===== config.mk =====
export PLATFORM = sky130hd
export DESIGN_NAME = gpr_alias_file
export DESIGN_NICKNAME = d
export VERILOG_FILES = /design/src/rtl/gpr_alias_file.sv
export SDC_FILE = /design/constraint.sdc
export NUM_CORES = 1
export LEC_CHECK = 0
export BUFFER_PORTS_ARGS = -buffer_cell sky130_fd_sc_hd__buf_4
export CAP_MARGIN = 20
export CORE_MARGIN = 5
export CORE_UTILIZATION = 30
export CTS_BUF_LIST = sky130_fd_sc_hd__clkbuf_4 sky130_fd_sc_hd__clkbuf_8 sky130_fd_sc_hd__clkbuf_16
export CTS_CLUSTER_SIZE = 12
export DETAILED_ROUTE_END_ITERATION = 8
export PLACE_DENSITY = 0.5
export SLEW_MARGIN = 20
export SYNTH_ARGS = -nofsm -noshare
export SYNTH_HDL_FRONTEND = slang
export SYNTH_SLANG_ARGS = --single-unit

===== constraint.sdc =====
create_clock -name clk -period 1.3 [get_ports clk]
set_input_delay 0 -clock clk [delete_from_list [all_inputs] [get_ports clk]]
set_output_delay 0 -clock clk [all_outputs]
set_load 0.005 [all_outputs]

===== src/rtl/gpr_alias_file.sv =====
module gpr_alias_file #(
  parameter int DATA_W  = 32,
  parameter int NREG    = 8,
  parameter int HB_REGS = 4,
  localparam int IDX_W  = $clog2(NREG),
  localparam int HALF_W = DATA_W / 2,
  localparam int BYTE_W = 8
) (
  input  logic              clk,
  input  logic              rst,
  input  logic              wr_en,
  input  logic [IDX_W-1:0]  wr_idx,
  input  logic [1:0]        wr_view,
  input  logic [DATA_W-1:0] wr_data,
  output logic              wr_err,
  input  logic [IDX_W-1:0]  ra_idx,
  input  logic [1:0]        ra_view,
  output logic [DATA_W-1:0] ra_data,
  output logic              ra_err,
  input  logic [IDX_W-1:0]  rb_idx,
  input  logic [1:0]        rb_view,
  output logic [DATA_W-1:0] rb_data,
  output logic              rb_err
);
  localparam logic [1:0] V_FULL = 2'd0, V_HALF = 2'd1, V_LOB = 2'd2, V_HIB = 2'd3;

  logic [NREG-1:0][DATA_W-1:0] regs;
  logic [DATA_W-1:0]           wr_next;

  function automatic logic bad_view(input logic [IDX_W-1:0] idx, input logic [1:0] v);
    return (v == V_HIB) && (int'(idx) >= HB_REGS);
  endfunction

  function automatic logic [DATA_W-1:0] pick(input logic [DATA_W-1:0] r, input logic [1:0] v);
    logic [DATA_W-1:0] o;
    o = '0;
    case (v)
      V_FULL: o = r;
      V_HALF: o[HALF_W-1:0] = r[HALF_W-1:0];
      V_LOB:  o[BYTE_W-1:0] = r[BYTE_W-1:0];
      default: o[BYTE_W-1:0] = r[2*BYTE_W-1:BYTE_W];
    endcase
    return o;
  endfunction

  assign wr_err  = wr_en && bad_view(wr_idx, wr_view);
  assign ra_err  = bad_view(ra_idx, ra_view);
  assign rb_err  = bad_view(rb_idx, rb_view);
  assign ra_data = ra_err ? '0 : pick(regs[ra_idx], ra_view);
  assign rb_data = rb_err ? '0 : pick(regs[rb_idx], rb_view);

  always_comb begin
    wr_next = regs[wr_idx];
    case (wr_view)
      V_FULL: wr_next = wr_data;
      V_HALF: wr_next[HALF_W-1:0] = wr_data[HALF_W-1:0];
      V_LOB:  wr_next[BYTE_W-1:0] = wr_data[BYTE_W-1:0];
      default: wr_next[2*BYTE_W-1:BYTE_W] = wr_data[BYTE_W-1:0];
    endcase
  end

  always_ff @(posedge clk) begin
    if (rst) regs <= '0;
    else if (wr_en && !wr_err) regs[wr_idx] <= wr_next;
  end


  rst_clear_chk: assert property (@(posedge clk) rst |=> regs == '0);


  bad_write_hold_chk: assert property (@(posedge clk) disable iff (rst)
    wr_err |=> $stable(regs));


  idle_hold_chk: assert property (@(posedge clk) disable iff (rst)
    !wr_en |=> $stable(regs));


  narrow_keep_upper_chk: assert property (@(posedge clk) disable iff (rst)
    (wr_en && !wr_err && wr_view != V_FULL)
      |=> regs[$past(wr_idx)][DATA_W-1:HALF_W] == $past(regs[wr_idx][DATA_W-1:HALF_W]));


  bad_read_zero_chk: assert property (@(posedge clk) disable iff (rst)
    ra_err |-> (ra_data == '0 && ra_view == V_HIB));


  byte_read_ext_chk: assert property (@(posedge clk) disable iff (rst)
    (rb_view == V_LOB || rb_view == V_HIB) |-> rb_data[DATA_W-1:BYTE_W] == '0);
endmodule


==> results of run 1 <==
## worst paths after layout
kind	slack, ns	endpoint	start	depth (start not counted)
setup / recovery	-0.75	ra_data[6]	regs[198]$_SDFFE_PP0P_	5
hold / removal	0.07	regs[110]$_SDFFE_PP0P_	wr_data[14]	4
setup reg to reg	-0.32	regs[99]$_SDFFE_PP0P_	regs[99]$_SDFFE_PP0P_	6
hold reg to reg	0.48	regs[224]$_SDFFE_PP0P_	regs[224]$_SDFFE_PP0P_	2
## per-stage QoR
stage,util,setup TNS (ns)
floorplan,-,-0.4733
detailed placement,0.3625,-50.52
global route,0.4187,-45.25
global placement,0.3625,-48.01
CTS,0.4091,-40.85
finish,0.4187,-40.10
## power by group through the flow
stage,combinational [uW],sequential [uW],clock (uW)
2_1_floorplan,1840,8320,0
3_3_place_gp,3230,8380,0
3_5_place_dp,3260,8390,0
4_1_cts,3540,8230,9630
5_1_grt,3860,8260,9960
6_report,3660,8250,9520
## cells by family (layout without fill, tap and decap cells)
logic type / Yosys count / after routing
and+or+nand+nor: 519 / 519
AOI/OAI and AO/OA: 361 / 361
DFF: 256 / 256
buffers and inverters: 169 / 445
muxes: 264 / 264
## area by class of cell
| type | instances | area, um2 |
|---|---|---|
| Fill cell | 5008 | 30550 |
| Multi-Input combinational cell | 1144 | 10800 |
| Sequential cell | 256 | 5311 |
| Timing Repair Buffer | 387 | 3906 |
| Clock buffer | 46 | 963.4 |
| Tap cell | 688 | 860.8 |
| Clock inverter | 11 | 157.7 |
| Inverter | 1 | 3.754 |
## worst max-delay path, cell delays in order (launching register included)
cell	delay [ns]
dfxtp_1	0.35
mux4_2	0.49
a211oi_2	0.25
buf_4	0.16
a21oi_1	0.06
buf_4	0.15
## routing by layer
metal | GRT usage | routed length [um]
met1 | 0.2776 | 26380
met2 | 0.3346 | 29400
met3 | 0.04129 | 4215
met4 | 0.06568 | 1793
met5 | 0 | 0
## cell usage after synthesis (all sizes together)
library cell | instances | area (um2)
nand2 | 101 | 384.1
nor2 | 196 | 748.2
nand2b | 19 | 126.4
o21bai | 1 | 7.510
or3 | 4 | 25.02
nor3 | 8 | 117.6
mux4 | 160 | 3603
a22oi | 16 | 120.1
dfxtp | 256 | 5125
and3 | 3 | 18.77
mux2 | 8 | 90.09
o32ai | 64 | 590.6
o21ai | 128 | 640.6
a21oi | 80 | 400.4
nor2b | 20 | 125.1
a211oi | 16 | 120.1
clkbuf | 69 | 259.0
a22o | 8 | 71.32
nand3 | 34 | 170.2
a311oi | 32 | 280.3
nand3b | 128 | 960.9
clkinv | 1 | 3.750
and2 | 4 | 25.02
a32oi | 16 | 260.3
buf | 99 | 658.1
mux2i | 96 | 960.9
or2 | 2 | 12.51
## what timing repair did
item	CTS	global route
pin swaps	37	58
hold buffers	25	0
endpoints found under the hold margin	192	0
gates resized for setup	253	171
buffers inserted	44	7
setup endpoints to repair	98	216
==> metrics.txt, run 1 <==
status=finished, violations left; failing checks=negative setup slack; Worst Tran Pin Value=~0.53 ns; switching part of the total power=0.2683; Setup Skew=about 0.025 ns; number of synthesized register bits=256; fin crit share=1.580; die extent in x=around 240 um; final total power=about 21000 uW; Setup violations, final=99; routability cong.=approximately 0.84; Synth Area in XOR/XNOR=0; Die Ht=about 240 um; Worst-path clk slew=0.06 ns; DP Area=0.01905 mm2; die area=0.05772 mm2; Ys Warns=0; vias in the first global route=around 14000; power share of the sequential group=0.385; Synth Area in Simple Gates=0.1706; max_slew headroom=0.6448; Worst Hold Class=in2reg; vias per cell=a little under 6; Pint=15680 uW; mux contribution to synthesized area=0.2926; net load switching power=roughly 5700 uW; Slew Limit Fails=0; worst setup margin=-0.7535 ns; Netlist Area Pre-Place=roughly 0.016 mm2; CTS tree=done; Top reg by flops=regs; Initial Utilization=0.3027; highest net fanout along the worst path=4; initial antenna violation count=0; post-synthesis sequential area ratio=0.3222; WS Path Type=reg2out; area grow syn2layout=38.34%; DRC=0; Comb power frac=0.171; main combinational cell family by area after synthesis=multiplexers; Compound-Gate Fraction of Synth Area=0.1566; Max VDD drop=around 0.91 mV; Fin. Hold Viols=0; dpl cells=around 2400; port bufs=116; Longest Clk Path Bufs=3; clock share of power=0.444; Via Count=~15000; starting DRC count in detailed routing=between 1500 and 2000; unrepaired setup endpoints after global routing=true; Post-Syn Area per Cell=approximately 10 um2; post-route non-filler standard cell count=roughly 2500; Final min period=slightly above 2 ns; Layout Nets=1871; grt total ovfl=0; TritonRoute pass-1 iters=5; worst hold slack=between 0.07 and 0.08 ns; critical path launch point type=flip-flop; Synth Area in Adders=0; Distinct cells, synth=38; max cap viols=0; Sink Count=256; DRT antenna net count=0; most frequent cells in the layout=buf_4 (252), nor2_1 (180), mux4_2 (160); WL final=around 62000 um; Fmax achieved=between 400 and 500 MHz; Clk Latency, worst-skew pair=roughly 0.59 ns; Power Dens Cells=between 900 and 1000 mW/mm2; row count=between 80 and 90; Critical Path End Type=primary output; Mapped Nets=roughly 1600; n_diodes=0; # IOs=~120; largest net degree at the start of global routing=roughly 130; first-pass GRT wire length=a little over 90000 um; static leakage=between 0.007 and 0.008 uW; Clock Tree Root=clkbuf_16; Arr. time, crit path=~2 ns; total clock buffers created by CTS=31; max reg flops=approximately 260; HPWL after DPL=approximately 40000 um; CORE AREA=between 0.05 and 0.06 mm2; fin area=0.02200 mm2; share of cells above drive strength 1=0.5030; most common cell after layout, fill and taps aside=buf_4; DR WL/cell=about 24 um; H-tree depth=1; WP data required=1.30 ns; Largest regs=regs: 256 flops; GRT Total Usage=0.2059; Setup Slack @ Placement=-0.4249 ns; Syn Inst Count=roughly 1600
Note: power is estimated with default switching activity, not from simulation.
==> run 2, diff against run 1 <==
PLACE_DENSITY = 0.56   (was 0.5)
==> metrics.txt, run 2 (synthesis gave the netlist of run 1 again) <==
row count=84; Layout Nets=~1900; status=finished, violations left; critical path launch point type=flip-flop; CORE AREA=between 0.05 and 0.06 mm2; area grow syn2layout=36.78%; GRT Total Usage=0.2014; Largest regs=regs: 256 flops; Via Count=between 10000 and 15000; max_slew headroom=0.5438; DRT antenna net count=0; WS Path Type=reg2out; cell chain of the critical path=mux4_2 > nor2b_4 > a211oi_2 > a21oi_2 > buf_4; die area=a little under 0.06 mm2; fillers=between 4000 and 5000; die extent in x=about 240 um; initial antenna violation count=1; Longest Clk Path Bufs=3; Initial Utilization=0.3027; Multi-input gate area=approximately 0.011 mm2; Setup Skew=0.007255 ns; Critical Path End Type=primary output; Max VDD drop=approximately 0.7 mV; CTS tree=done; DR WL/cell=23.91 um; largest net degree at the start of global routing=about 120; final setup TNS=-39.46 ns; n_diodes=0; highest net fanout along the worst path=4; vias in the first global route=~15000; Power Dens Cells=around 900 mW/mm2; # IOs=between 100 and 150; CP bufs+invs=1; Worst-path clk slew=around 0.060 ns; most common cell after layout, fill and taps aside=buf_4; critical path's largest stage delay=approximately 0.46 ns; Slowest cell on crit path=mux4_2; Setup Slack @ Placement=-0.3898 ns; routability cong.=approximately 0.88; max reg flops=~260; failing checks=negative setup slack; Worst Tran Pin Value=0.6844 ns; Clock Tree Root=clkbuf_16; Top reg by flops=regs; Die Ht=between 200 and 250 um; Arr. time, crit path=2.01 ns; Worst Hold Class=in2reg; Fmax achieved=a little under 500 MHz; WL final=about 60000 um; port bufs=~120; first-pass GRT wire length=just over 90000 um; starting DRC count in detailed routing=1436; worst setup margin=-0.7144 ns; static leakage=between 0.007 and 0.008 uW; max cap viols=0; fin crit share=1.550; Register Area=0.005329 mm2; WP data required=~1.3 ns; Sink Count=approximately 260; HPWL after DPL=roughly 40000 um; Fin. Hold Viols=0; H-tree depth=1; final total power=between 20000 and 25000 uW; Slew Limit Fails=0; Clk Latency, worst-skew pair=approximately 0.57 ns; share of cells above drive strength 1=0.5208; total clock buffers created by CTS=29; Setup violations, final=~110; Final min period=around 2.0 ns; vias per cell=between 5 and 6; DRC=0; Crit path max-delay family=multiplexers; most frequent cells in the layout=buf_4 (254), nor2_1 (186), mux4_2 (160); TritonRoute pass-1 iters=7; unrepaired setup endpoints after global routing=true; grt total ovfl=0
[run 2: cell types whose count changed in the layout (fill, tap and decap cells not counted), moves of 9 or more]
cell	previous run	this run
dfxtp_1	111	97
o21ai_0	34	25
o21ai_2	28	38
dfxtp_2	143	157
[run 2: what timing repair did]
| item | in CTS | in global routing |
|---|---|---|
| hold buffers | 24 | 0 |
| pin swaps | 38 | 74 |
| cloned | 0 | 0 |
| setup endpoints to repair | 98 | 207 |
| gates resized for setup | 275 | 191 |
| buffers inserted | 45 | 10 |
| endpoints found under the hold margin | 192 | 0 |
[run 2: power by group]
| part | internal (uW) | total, uW | leakage, uW | switching, uW |
|---|---|---|---|---|
| Clock | 4670 | 8130 | 0.000467 | 3460 |
| Sequential | 8050 | 8240 | 0.00215 | 185 |
| Combinational | 1740 | 3650 | 0.00522 | 1910 |
[run 2: path summary, 6_finish.rpt]
kind | startpoint | to | slack [ns] | cells after the start
max | regs[65]$_SDFFE_PP0P_ | rb_data[1] | -0.71 | 5
min | rst | regs[249]$_SDFFE_PP0P_ | 0.08 | 4
max reg2reg | regs[64]$_SDFFE_PP0P_ | regs[64]$_SDFFE_PP0P_ | -0.40 | 7
min reg2reg | regs[227]$_SDFFE_PP0P_ | regs[227]$_SDFFE_PP0P_ | 0.47 | 2
[run 2: final cells by class]
type / count / share of cell area
sequential: 256 / 0.2449
clock inverter: 9 / 0.003566
clock buffer: 40 / 0.03859
tap: 688 / 0.03957
timing repair buffer: 376 / 0.1707
inverter: 1 / 0.0001725
multi-input combinational: 1144 / 0.5024
[run 2: worst register-to-register path, delay by kind of cell, from the launching register on]
family / cells / cell delay, ns
muxes: 2 / 0.74
buffers and inverters: 3 / 0.31
AOI/OAI and AO/OA: 1 / 0.09
DFF: 1 / 0.33
and+or+nand+nor: 1 / 0.08
[run 2: through the flow]
| stage | utilization | instance area, um2 | std cells | hold WS (ns) |
|---|---|---|---|---|
| final | 0.4140 | 21760 | 2514 | 0.07601 |
| after global routing | 0.4140 | 21760 | 2514 | 0.08950 |
| after CTS | 0.4030 | 21180 | 2507 | 0.04842 |
| after detailed placement | 0.3587 | 18850 | 2391 | 0.2973 |
| after global placement | 0.3587 | 18850 | 2391 | 0.2960 |
| after floorplan | - | 15990 | 1569 | 0.1318 |
[run 2: metal layers]
layer  wire, um  GRT usage  vias up
li1           -          -     6504
met1      24740     0.2700     7496
met2      29110     0.3336      645
met3       3941    0.02661      143
met4       2308    0.07548        2
met5         13          0        -
==> run 3, diff against run 2 <==
SKIP_CTS_REPAIR_TIMING = 1   (was default)
==> metrics.txt, run 3 (synthesis gave the netlist of run 1 again) <==
GRT Max-Usage Layer=met2; CTS tree=done; worst hold path startpoint=rst; status=finished, violations left; fillers=around 5000; final total power=19870 uW; Slew Limit Fails=0; WP data required=between 1 and 1.5 ns; Longest Clk Path Bufs=3; critical path's largest stage delay=about 0.47 ns; routing usage on met3=0.03051; Fin. Hold Viols=0; net load switching power=approximately 5500 uW; die area=approximately 0.058 mm2; vias per cell=roughly 5.9; first-pass GRT wire length=88440 um; WL final=59350 um; Slowest cell on crit path=mux4_2; critical path launch point type=flip-flop; Comb power frac=0.177; Largest regs=regs: 256 flops; Pint=14380 uW; Final min period=2.028 ns; Core Util, Final=0.4015; largest net degree at the start of global routing=116; Max VDD drop=just under 0.7 mV; routability cong.=roughly 0.88; Clk Latency, worst-skew pair=0.58 ns; total clock buffers created by CTS=29; Hold Path End=regs[77]$_SDFFE_PP0P_; Via Count=14540; Setup Skew=~0.015 ns; worst hold slack=between 0.07 and 0.08 ns; Clock Tree Root=clkbuf_16; H-tree depth=1; # IOs=117; WS Path Type=reg2out; most frequent cells in the layout=buf_4 (232), nor2_1 (185), mux4_2 (160); Die Ht=~240 um; die extent in x=between 200 and 250 um; CORE AREA=about 0.053 mm2; met2 Track Usage GR=0.3209; Top reg by flops=regs; switching part of the total power=0.2762; M1 GR Usage=0.2621; Critical Path End Type=primary output; RR Endpoint=regs[96]$_SDFFE_PP0P_; clock share of power=0.409; starting DRC count in detailed routing=1543; area grow syn2layout=32.65%; fin crit share=1.560; Worst-path clk slew=0.06 ns; max reg flops=roughly 260; worst r2r src=regs[64]$_SDFFE_PP0P_; Fmax achieved=a little under 500 MHz; max_slew headroom=0.5746; DRT antenna net count=0; DRC=0; Worst Tran Pin Value=0.6381 ns; Power Dens Cells=~940 mW/mm2; GRT Total Usage=0.1958; most common cell after layout, fill and taps aside=buf_4; Sink Count=about 260; HPWL after DPL=just under 40000 um; port bufs=between 100 and 150; cell chain of the critical path=mux4_2 > nor2b_4 > a211oi_2 > buf_4 > a21oi_4 > buf_6; power share of the sequential group=0.414; R2R depth=5; Layout Nets=1814; vias in the first global route=roughly 14000; row count=84; Arr. time, crit path=slightly above 2 ns; unrepaired setup endpoints after global routing=true; grt total ovfl=0; Register Area=between 0.005 and 0.006 mm2; n_diodes=0; Initial Utilization=0.3027; Worst Hold Class=in2reg; static leakage=around 0.0075 uW; worst setup margin=-0.7282 ns; FF-to-FF setup slack=-0.20 ns; Hold Path Depth=6; Setup violations, final=between 90 and 100; Multi-input gate area=roughly 0.011 mm2; share of cells above drive strength 1=0.4736; TritonRoute pass-1 iters=5; initial antenna violation count=1; max cap viols=0; DR WL/cell=24.03 um; failing checks=negative setup slack; highest net fanout along the worst path=4
run 3: changes by cell type in the layout (fill, tap and decap cells not counted), moves of 4 or more:
cell and delta:
dfxtp_1 +17, dfxtp_2 -19, nand2_1 +9, o21ai_2 -28, nand2_2 -6, o32ai_1 +6, buf_6 -22, a311oi_2 -4
o32ai_2 -6, a311oi_1 +4, o21ai_0 +25, buf_4 -22
run 3: worst max-delay path by stage:
stage	depth (start not counted)	slack, ns	to	from
CTS	6	-0.90	ra_data[7]	regs[103]$_SDFFE_PP0P_
global route	6	-0.76	rb_data[0]	regs[0]$_SDFFE_PP0P_
global placement	6	-0.37	ra_data[27]	ra_idx[0]
floorplan	7	-0.02	regs[150]$_SDFFE_PP0P_	wr_idx[0]
finish	6	-0.73	ra_data[7]	regs[103]$_SDFFE_PP0P_
detailed placement	6	-0.39	ra_data[20]	ra_idx[0]
run 3: power by group through the flow:
stage	registers (uW)	clock network [uW]	logic (uW)
after global placement	8370	0	3150
after floorplan	8320	0	1840
final	8240	8130	3510
after global routing	8250	8530	3700
after CTS	8210	8240	3190
after detailed placement	8380	0	3190
run 3: critical path: cells and delay by family (launching register included):
kind	cells	cell delay, ns
buffers and inverters	2	0.28
multiplexers	1	0.47
AND/OR/NAND/NOR	1	0.14
flip-flops	1	0.34
AO/OA/AOI/OAI	2	0.22
run 3: cell type report:
| class | instances | area share |
|---|---|---|
| clock buffers | 40 | 0.03979 |
| clock inverters | 9 | 0.003677 |
| inverters | 1 | 0.0001779 |
| multi-input cells | 1144 | 0.5072 |
| flip-flops and latches | 256 | 0.2518 |
| well taps | 688 | 0.04080 |
| repair buffers | 332 | 0.1565 |
run 3: per-stage QoR:
step                worst slack, ns  instances  instance area [um2]  setup TNS (ns)
finish                      -0.7282       2470                21100          -37.92
global route                -0.7584       2470                21100          -42.43
CTS                         -0.9029       2440                19770          -43.42
detailed placement          -0.3898       2391                18850          -59.06
global placement            -0.3746       2391                18850          -55.06
floorplan                  -0.02429       1569                15990         -0.4733
run 3: per-layer routing:
layer / up-vias / routed length (um)
met3: 136 / 4277
met2: 632 / 28580
met4: 2 / 2238
li1: 6403 / -
met1: 7364 / 24230
met5: - / 13
